`config.mk`:
```
export PLATFORM = sky130hd
export DESIGN_NAME = chop_ctrl
export DESIGN_NICKNAME = d
export VERILOG_FILES = /design/src/rtl/chop_pkg.sv /design/src/rtl/chop_event_gen.sv /design/src/rtl/chop_interval_timer.sv /design/src/rtl/chop_ctrl.sv
export SDC_FILE = /design/constraint.sdc
export NUM_CORES = 1
export LEC_CHECK = 0
export CAP_MARGIN = 20
export CORE_MARGIN = 3
export CORE_UTILIZATION = 40
export DETAILED_ROUTE_END_ITERATION = 10
export PLACE_DENSITY_LB_ADDON = 0.3
export SLEW_MARGIN = 20
export SYNTH_ARGS = -nofsm -noshare
export SYNTH_HDL_FRONTEND = slang
export SYNTH_SLANG_ARGS = --single-unit
```
`constraint.sdc`:
```
create_clock -name clk -period 2 [get_ports clk]
set_input_delay 0.2 -clock clk [delete_from_list [all_inputs] [get_ports clk]]
set_output_delay 0.2 -clock clk [all_outputs]
set_load 0.01 [all_outputs]
```
`src/rtl/chop_pkg.sv`:
```
package chop_pkg;

  typedef enum logic [1:0] {
    PH_IDLE  = 2'd0,
    PH_OFF   = 2'd1,
    PH_BLANK = 2'd2
  } chop_phase_e;

  // Duration in clock cycles for a time in ns at a clock in MHz, never zero.
  function automatic int unsigned ns_to_cycles(input int unsigned mhz, input int unsigned ns);
    int unsigned c;
    c = (mhz * ns) / 1000;
    return (c == 0) ? 1 : c;
  endfunction

endpackage

```
`src/rtl/chop_event_gen.sv`:
```
module chop_event_gen (
  input  logic clk,
  input  logic rst_n,
  input  logic ext_on_i,
  input  logic dir_i,
  output logic restart_o
);
  logic ext_q, dir_q;
  logic ext_d, dir_d;

  always_comb begin
    ext_d = ext_on_i;
    dir_d = dir_i;
  end

  always_ff @(posedge clk or negedge rst_n) begin
    if (!rst_n) begin
      ext_q <= 1'b0;
      dir_q <= 1'b0;
    end else begin
      ext_q <= ext_d;
      dir_q <= dir_d;
    end
  end

  // Enable turning outputs on again, or a direction change
  assign restart_o = (ext_on_i & ~ext_q) | (dir_i ^ dir_q);

endmodule

```
`src/rtl/chop_interval_timer.sv`:
```
module chop_interval_timer #(
  parameter int unsigned WIDTH = 8
) (
  input  logic             clk,
  input  logic             rst_n,
  input  logic             load_i,
  input  logic [WIDTH-1:0] load_val_i,
  output logic             expire_o
);
  logic [WIDTH-1:0] cnt_q, cnt_d;
  logic             cnt_en;

  always_comb begin
    cnt_en = load_i | (cnt_q != '0);
    if (load_i) cnt_d = load_val_i;
    else        cnt_d = cnt_q - 1'b1;
  end

  always_ff @(posedge clk or negedge rst_n) begin
    if (!rst_n)      cnt_q <= '0;
    else if (cnt_en) cnt_q <= cnt_d;
  end

  assign expire_o = (cnt_q == WIDTH'(1));

  // expiry is a single-cycle event unless the count is reloaded
  a_r2_expire_single: assert property (@(posedge clk) disable iff (!rst_n)
    expire_o && !load_i |=> !expire_o);

endmodule

```
`src/rtl/chop_ctrl.sv`:
```
module chop_ctrl
  import chop_pkg::*;
#(
  parameter int unsigned CLK_MHZ  = 200,
  parameter int unsigned OFF_NS   = 25000,
  parameter int unsigned BLANK_NS = 1500
) (
  input  logic clk,
  input  logic rst_n,
  input  logic trip_i,
  input  logic ext_on_i,
  input  logic dir_i,
  output logic src_en_o,
  output logic off_time_o
);
  localparam int unsigned OFF_CYC   = ns_to_cycles(CLK_MHZ, OFF_NS);
  localparam int unsigned BLANK_CYC = ns_to_cycles(CLK_MHZ, BLANK_NS);
  localparam int unsigned MAX_CYC   = (OFF_CYC > BLANK_CYC) ? OFF_CYC : BLANK_CYC;
  localparam int unsigned TMR_W     = $clog2(MAX_CYC + 1);

  chop_phase_e      phase_q, phase_d;
  logic             phase_en;
  logic             restart;
  logic             trip_ok;
  logic             tmr_load, tmr_expire;
  logic [TMR_W-1:0] tmr_val;

  chop_event_gen u_evt (
    .clk       (clk),
    .rst_n     (rst_n),
    .ext_on_i  (ext_on_i),
    .dir_i     (dir_i),
    .restart_o (restart)
  );

  chop_interval_timer #(.WIDTH(TMR_W)) u_tmr (
    .clk        (clk),
    .rst_n      (rst_n),
    .load_i     (tmr_load),
    .load_val_i (tmr_val),
    .expire_o   (tmr_expire)
  );

  assign trip_ok = trip_i & ext_on_i & ~restart;

  always_comb begin
    phase_d  = phase_q;
    tmr_load = 1'b0;
    unique case (phase_q)
      PH_IDLE: begin
        if (trip_ok) begin
          phase_d  = PH_OFF;
          tmr_load = 1'b1;
        end else if (restart) begin
          phase_d  = PH_BLANK;
          tmr_load = 1'b1;
        end
      end
      PH_OFF: begin
        if (tmr_expire) begin
          phase_d  = PH_BLANK;
          tmr_load = 1'b1;
        end
      end
      PH_BLANK: begin
        if (restart)         tmr_load = 1'b1;
        else if (tmr_expire) phase_d  = PH_IDLE;
      end
      default: phase_d = PH_IDLE;
    endcase
    tmr_val  = (phase_d == PH_OFF) ? TMR_W'(OFF_CYC) : TMR_W'(BLANK_CYC);
    phase_en = (phase_d != phase_q);
  end

  always_ff @(posedge clk or negedge rst_n) begin
    if (!rst_n)        phase_q <= PH_IDLE;
    else if (phase_en) phase_q <= phase_d;
  end

  assign off_time_o = (phase_q == PH_OFF);
  assign src_en_o   = ext_on_i & ~off_time_o;

  // an accepted trip turns the source off from the next cycle
  a_r1_trip_cuts_source: assert property (@(posedge clk) disable iff (!rst_n)
    (phase_q == PH_IDLE) && trip_i && ext_on_i && !restart |=> off_time_o && !src_en_o);

  // the end of the off-time always opens a blanking window
  a_r3_off_hands_to_blank: assert property (@(posedge clk) disable iff (!rst_n)
    $fell(off_time_o) |-> (phase_q == PH_BLANK));

  // no trip gets through while blanking
  a_r3_blank_masks_trip: assert property (@(posedge clk) disable iff (!rst_n)
    (phase_q == PH_BLANK) |=> !off_time_o);

  // a restart event outside off-time always blanks
  a_r4_restart_blanks: assert property (@(posedge clk) disable iff (!rst_n)
    restart && !off_time_o |=> (phase_q == PH_BLANK));

  // trip with the enable low starts nothing
  a_r6_idle_trip_ignored: assert property (@(posedge clk) disable iff (!rst_n)
    !ext_on_i && !off_time_o |=> !off_time_o);

  // an off-time runs to its end regardless of further trips
  a_r10_off_not_cut: assert property (@(posedge clk) disable iff (!rst_n)
    off_time_o && !tmr_expire |=> off_time_o);

endmodule

```
* Yosys cells after proc, flatten, opt, wreduce, memory -nomap -nowiden *
Cells that the tools add are included.

cells by class
  $add $sub $neg = 1
  equality and inequality tests = 5
  multiplexer cells = 12
  bitwise logic cells = 10
  reduce and logical (&&, ||, !) cells = 2

operators with widths
  cell                                                                   number
  13-bit two-way mux                                                     2
  13-bit by 1-bit == test with 1-bit output (second input constant)      1
  13-bit nonzero test                                                    1
  13-bit by 1-bit subtractor with 13-bit output (second input constant)  1
  2-bit two-way mux                                                      5
  2-bit one-hot mux with 3 select lines                                  1
  1-bit bitwise AND                                                      4
  2-bit by 1-bit == test with 1-bit output (second input constant)       2
  1-bit two-way mux                                                      3
  1-bit NOT                                                              3
  1-bit one-hot mux with 3 select lines                                  1
  2-bit == test (second input constant)                                  1
  2-bit logical NOT                                                      1
  2-bit != test                                                          1
  1-bit bitwise OR                                                       2
  1-bit XOR                                                              1

word-level totals
  register bits = 17
  input bits = 5
  output and inout port bits = 2
  logic and storage cells = 34

* Depth between registers and ports, before layout *
  depth in word-level cells = 10
  mapped depth = 8

* Modules after synthesis *
From an unflattened synthesis, not the netlist that was laid out.

unflattened totals
  cells, all modules = 107
  area total of the unflattened synthesis = 1038.5 um2

by module, submodules not included
  module               instances  cells each  area each (um2)  sequential area each (um2)
  chop_interval_timer  1          83          819.5            325.3
  chop_ctrl            1          19          151.4            50.0
  chop_event_gen       1          5           67.6             50.0

* Worst setup path before layout *
OpenSTA, ideal clock, no wires.

  path kind = reg2reg
  from = reg u_tmr.cnt_q[3]
  to = reg u_tmr.cnt_q[11]
  setup time = 0.123 ns
  arrival time = 1.860 ns
  data required time = 1.877 ns
  path slack = 0.018 ns
  stages on the path, launching flop included = 6
  buffers on the path = 0
  period minus slack after synthesis = 1.982 ns
  path through = dfrtp_1 -> or4_4 -> or4_4 -> nor4b_4 -> xnor2_1 -> nor2_1

between the ends
  longest elaborated chain between the ends = 4

RTL lines
  what                                                                                   line                       source
  start: declaration                                                                     chop_interval_timer.sv:10  logic [WIDTH-1:0] cnt_q, cnt_d;
  start signal: assignment                                                               chop_interval_timer.sv:21  else if (cnt_en) cnt_q <= cnt_d;
  branches (longest 4 deep; another with 13-bit by 1-bit subtractor with 13-bit output)  n/a

Several ways; the timed one is not identified.
A chain may end at the register's enable or synchronous reset.

* Final worst setup path *
  from = reg u_tmr.cnt_q[3]
  to = reg u_tmr.cnt_q[9]

between the ends
  longest elaborated chain between the ends = 7

RTL lines
  what                                       line                       source
  13-bit by 1-bit == test with 1-bit output  chop_interval_timer.sv:24  assign expire_o = (cnt_q == WIDTH'(1));
  2-bit two-way mux                          chop_ctrl.sv:67            else if (tmr_expire) phase_d = PH_IDLE;
  2-bit two-way mux                          chop_ctrl.sv:66            if (restart) tmr_load = 1'b1;
  2-bit one-hot mux with 3 select lines      chop_ctrl.sv:49            unique case (phase_q)
  2-bit by 1-bit == test with 1-bit output   chop_ctrl.sv:71            tmr_val = (phase_d == PH_OFF) ? TMR_W'(OFF_CYC) : TMR_W'(BLANK_CYC);
  13-bit two-way mux                         chop_ctrl.sv:71
  13-bit two-way mux                         chop_interval_timer.sv:15  if (load_i) cnt_d = load_val_i;

Several ways; a longest one is shown, not always the timed one.

==> flow_summary.yaml <==
clock_tree:
  worstSkewPairLatency_ns: 0.28
  clk_pin_slew_worst_paths_ns: 0.10
  clock-sinks: 17
  htree_num_levels: 1
  cts_buffers: 3
  postCtsHoldBufs: 0
  root_buffer: "clkbuf_4"
  clockBufferDepth: 2
  cts_tree: "built"
global_routing:
  grt_pass1_vias: 727
  grt_usage: 0.158
  grt_start_max_net_pins: 18
  grt_pass1_wl_mm: 3.24
  antenna_found_initial: 0
  overflow: 0
worst_setup_path:
  crit_slowest_cell: "or4_2"
  critPathKind: "reg -> reg"
  cp_max_fo: 3
  critical_path_arrival_ns: 2.18
  endpoint_kind: "flop"
  reg2regPathDepth: 4
  rrSetupSlack_ns: 0.03
  cpLargestDelayFamily: "simple AND/OR/NAND/NOR gates"
  cp-start-kind: "flop"
  cp.required_ns: 2.22
  reg2reg_to: "u_tmr.cnt_q[9]"
  path_cells: "or4_4, or4_2, xor2_1, o21ai_1"
  r2r-start: "u_tmr.cnt_q[3]"
  path_buf_inv: 0
  max_stage_delay_ns: 0.67
synth:
  synth_top_family_by_area: "simple AND/OR/NAND/NOR gates"
  synthesis.nets: 104
  synthCells: 96
  yosys_warnings: 0
  synth-simple-area-share: 0.279
  synth_seq_area_share: 0.456
  synth-xor-area-share: 0.0938
  synth_cell_type_count: 29
  ys_ff_latch: 17
  muxShareOfSynthArea: 0.0107
  netlist_area_um2: 933
  syn_area_per_cell_um2: 9.72
  synthAdderAreaFrac: 0.0402
  synth_compound_area_frac: 0.101
floorplanning:
  die_h_um: 54.3
  num_rows: 16
  fp.dieArea_mm2: 0.00295
  fp.coreArea_mm2: 0.00208
  fp.dieW_um: 54.3
  io_pins: 7
  initial_core_util: 0.448
detailed_routing:
  vias: 784
  first_iter_violations: 19
  viasPerCell: 5.26
  drc: 0
  wl_mm: 1.96
  firstDrtPassIters: 4
  wire_per_inst_um: 13.1
  postRouteAntennaNets: 0
pwr:
  ir_drop_v: 0.000431
  total_power_mw: 0.737
  p_leak_nw: 0.522
  powerDensity_mw_per_mm2: 620
outcome:
  run_status: "complete, no violations"
timing:
  final_hold_viol_count: 0
  finalSetupTns_ns: 0
  finalMaxSlewViolations: 0
  worstMarginPinSlew_ns: 0.429
  finalCriticalPeriod_ns: 1.97
  setup_violations: 0
  rsz0062_at_grt: "true"
  period_share: 0.983
  max_freq_mhz: 508
  max_slew_margin: 0.713
  clock_skew_ns: 0.00855
final_layout:
  fin_area_mm2: 0.00119
  nets: 131
  drive_gt1_frac: 0.230
  num_antenna_cells: 0
  utilization: 0.571
  area_delta_synth_final_pct: 27.3
  finalNonFillerCells: 149
job:
  cap_viol_max_count: 0
placement:
  dp_cells: 144
  numPortBuffers: 6
  dp_hpwl_mm: 1.54
  place_area_mm2: 0.00114
  gp_congestion: 0.920
hold_path:
  hp-class: "in -> async"
[metal layers]
metal | share of wire | global-route usage
met1 | 0.47 | 0.200
met2 | 0.48 | 0.261
met3 | 0.049 | 0.0572
met4 | 0.0046 | 0.0249
met5 | 0 | 0
[logic make-up after synthesis]
logic type | count (synthesis)
adders and majority gates | 3
DFF | 17
AOI/OAI and AO/OA | 16
buffers and inverters | 5
muxes | 1
xor gates and xnor gates | 10
and+or+nand+nor | 44
[report_power, final]
part / switching [mW] / total (mW) / leakage, nW / internal, mW
logic: 0.0942 / 0.181 / 0.300 / 0.0867
clock network: 0.0997 / 0.177 / 0.0150 / 0.0774
registers: 0.0140 / 0.379 / 0.207 / 0.365
[placed cells by master, fill, tap and decap left out, drive strengths merged, types with 2 or more instances in the layout]
cell / synthesis / layout
a211oi: 2 / 2
a21oi: 5 / 5
buf: 0 / 17
clkbuf: 1 / 4
clkdlybuf4s50: 0 / 6
dfrtp: 17 / 17
ha: 3 / 3
inv: 4 / 4
nand2: 6 / 6
nand2b: 3 / 3
nand3: 5 / 5
nor2: 12 / 12
nor2b: 4 / 4
nor4: 3 / 3
o21ai: 6 / 6
or4: 3 / 3
xnor2: 4 / 4
xor2: 6 / 6
[flip-flops by register name, summed over array words and instances, names as in the netlist]
signal and count:
u_tmr.cnt_q 13, phase_q 2, u_evt.dir_q 1, u_evt.ext_q 1
[through the flow]
step	hold slack (ns)	worst slack [ns]
2_1_floorplan	-0.0956	0.0178
3_3_place_gp	0.535	-0.00274
3_5_place_dp	0.532	-0.0301
4_1_cts	0.222	0.0170
5_1_grt	0.221	-0.0367
6_report	0.222	0.0334
[worst max-delay path by stage]
stage	depth (start not counted)	start	to	slack [ns]
after detailed placement	7	u_tmr.cnt_q[1]	u_tmr.cnt_q[12]	-0.03
after CTS	7	u_tmr.cnt_q[11]	u_tmr.cnt_q[6]	0.02
final	4	u_tmr.cnt_q[3]	u_tmr.cnt_q[9]	0.03
after global routing	5	u_tmr.cnt_q[3]	u_tmr.cnt_q[11]	-0.04
after global placement	5	u_tmr.cnt_q[3]	u_tmr.cnt_q[11]	-0.003
after floorplan	5	u_tmr.cnt_q[3]	u_tmr.cnt_q[11]	0.02
[cell usage after synthesis (all sizes together)]
cell / count / area, um2
and3: 1 / 7.51
clkbuf: 1 / 3.75
o21ai: 6 / 30.0
or2: 1 / 6.26
inv: 4 / 15.0
a211oi: 2 / 15.0
o211a: 1 / 10.0
nand3: 5 / 25.0
o22ai: 1 / 6.26
and4: 1 / 8.76
nor4bb: 1 / 10.0
a21oi: 5 / 25.0
xor2: 6 / 52.6
nor2b: 4 / 25.0
xnor2: 4 / 35.0
dfrtp: 17 / 425
nor4b: 1 / 23.8
nor4: 3 / 18.8
nor2: 12 / 45.0
or4: 3 / 31.3
nand2b: 3 / 18.8
or3: 1 / 6.26
ha: 3 / 37.5
mux2i: 1 / 10.0
nand4: 1 / 6.26
nor3: 1 / 5.00
a21boi: 1 / 7.51
nand2: 6 / 22.5
[cell type report]
type | instances | area [um2]
fill | 187 | 893
clock buffer | 4 | 26.3
inverter | 4 | 15.0
tap | 27 | 33.8
multi-input combinational | 74 | 500
sequential | 17 | 425
timing repair buffer | 23 | 188
[timing repair]
item	4_1_cts	5_1_grt
gates cloned	0	0
endpoints found under the setup margin	5	6
setup buffers	1	0
pin swaps	1	1
gates resized for setup	2	1
(Power assumes the default switching activity.)
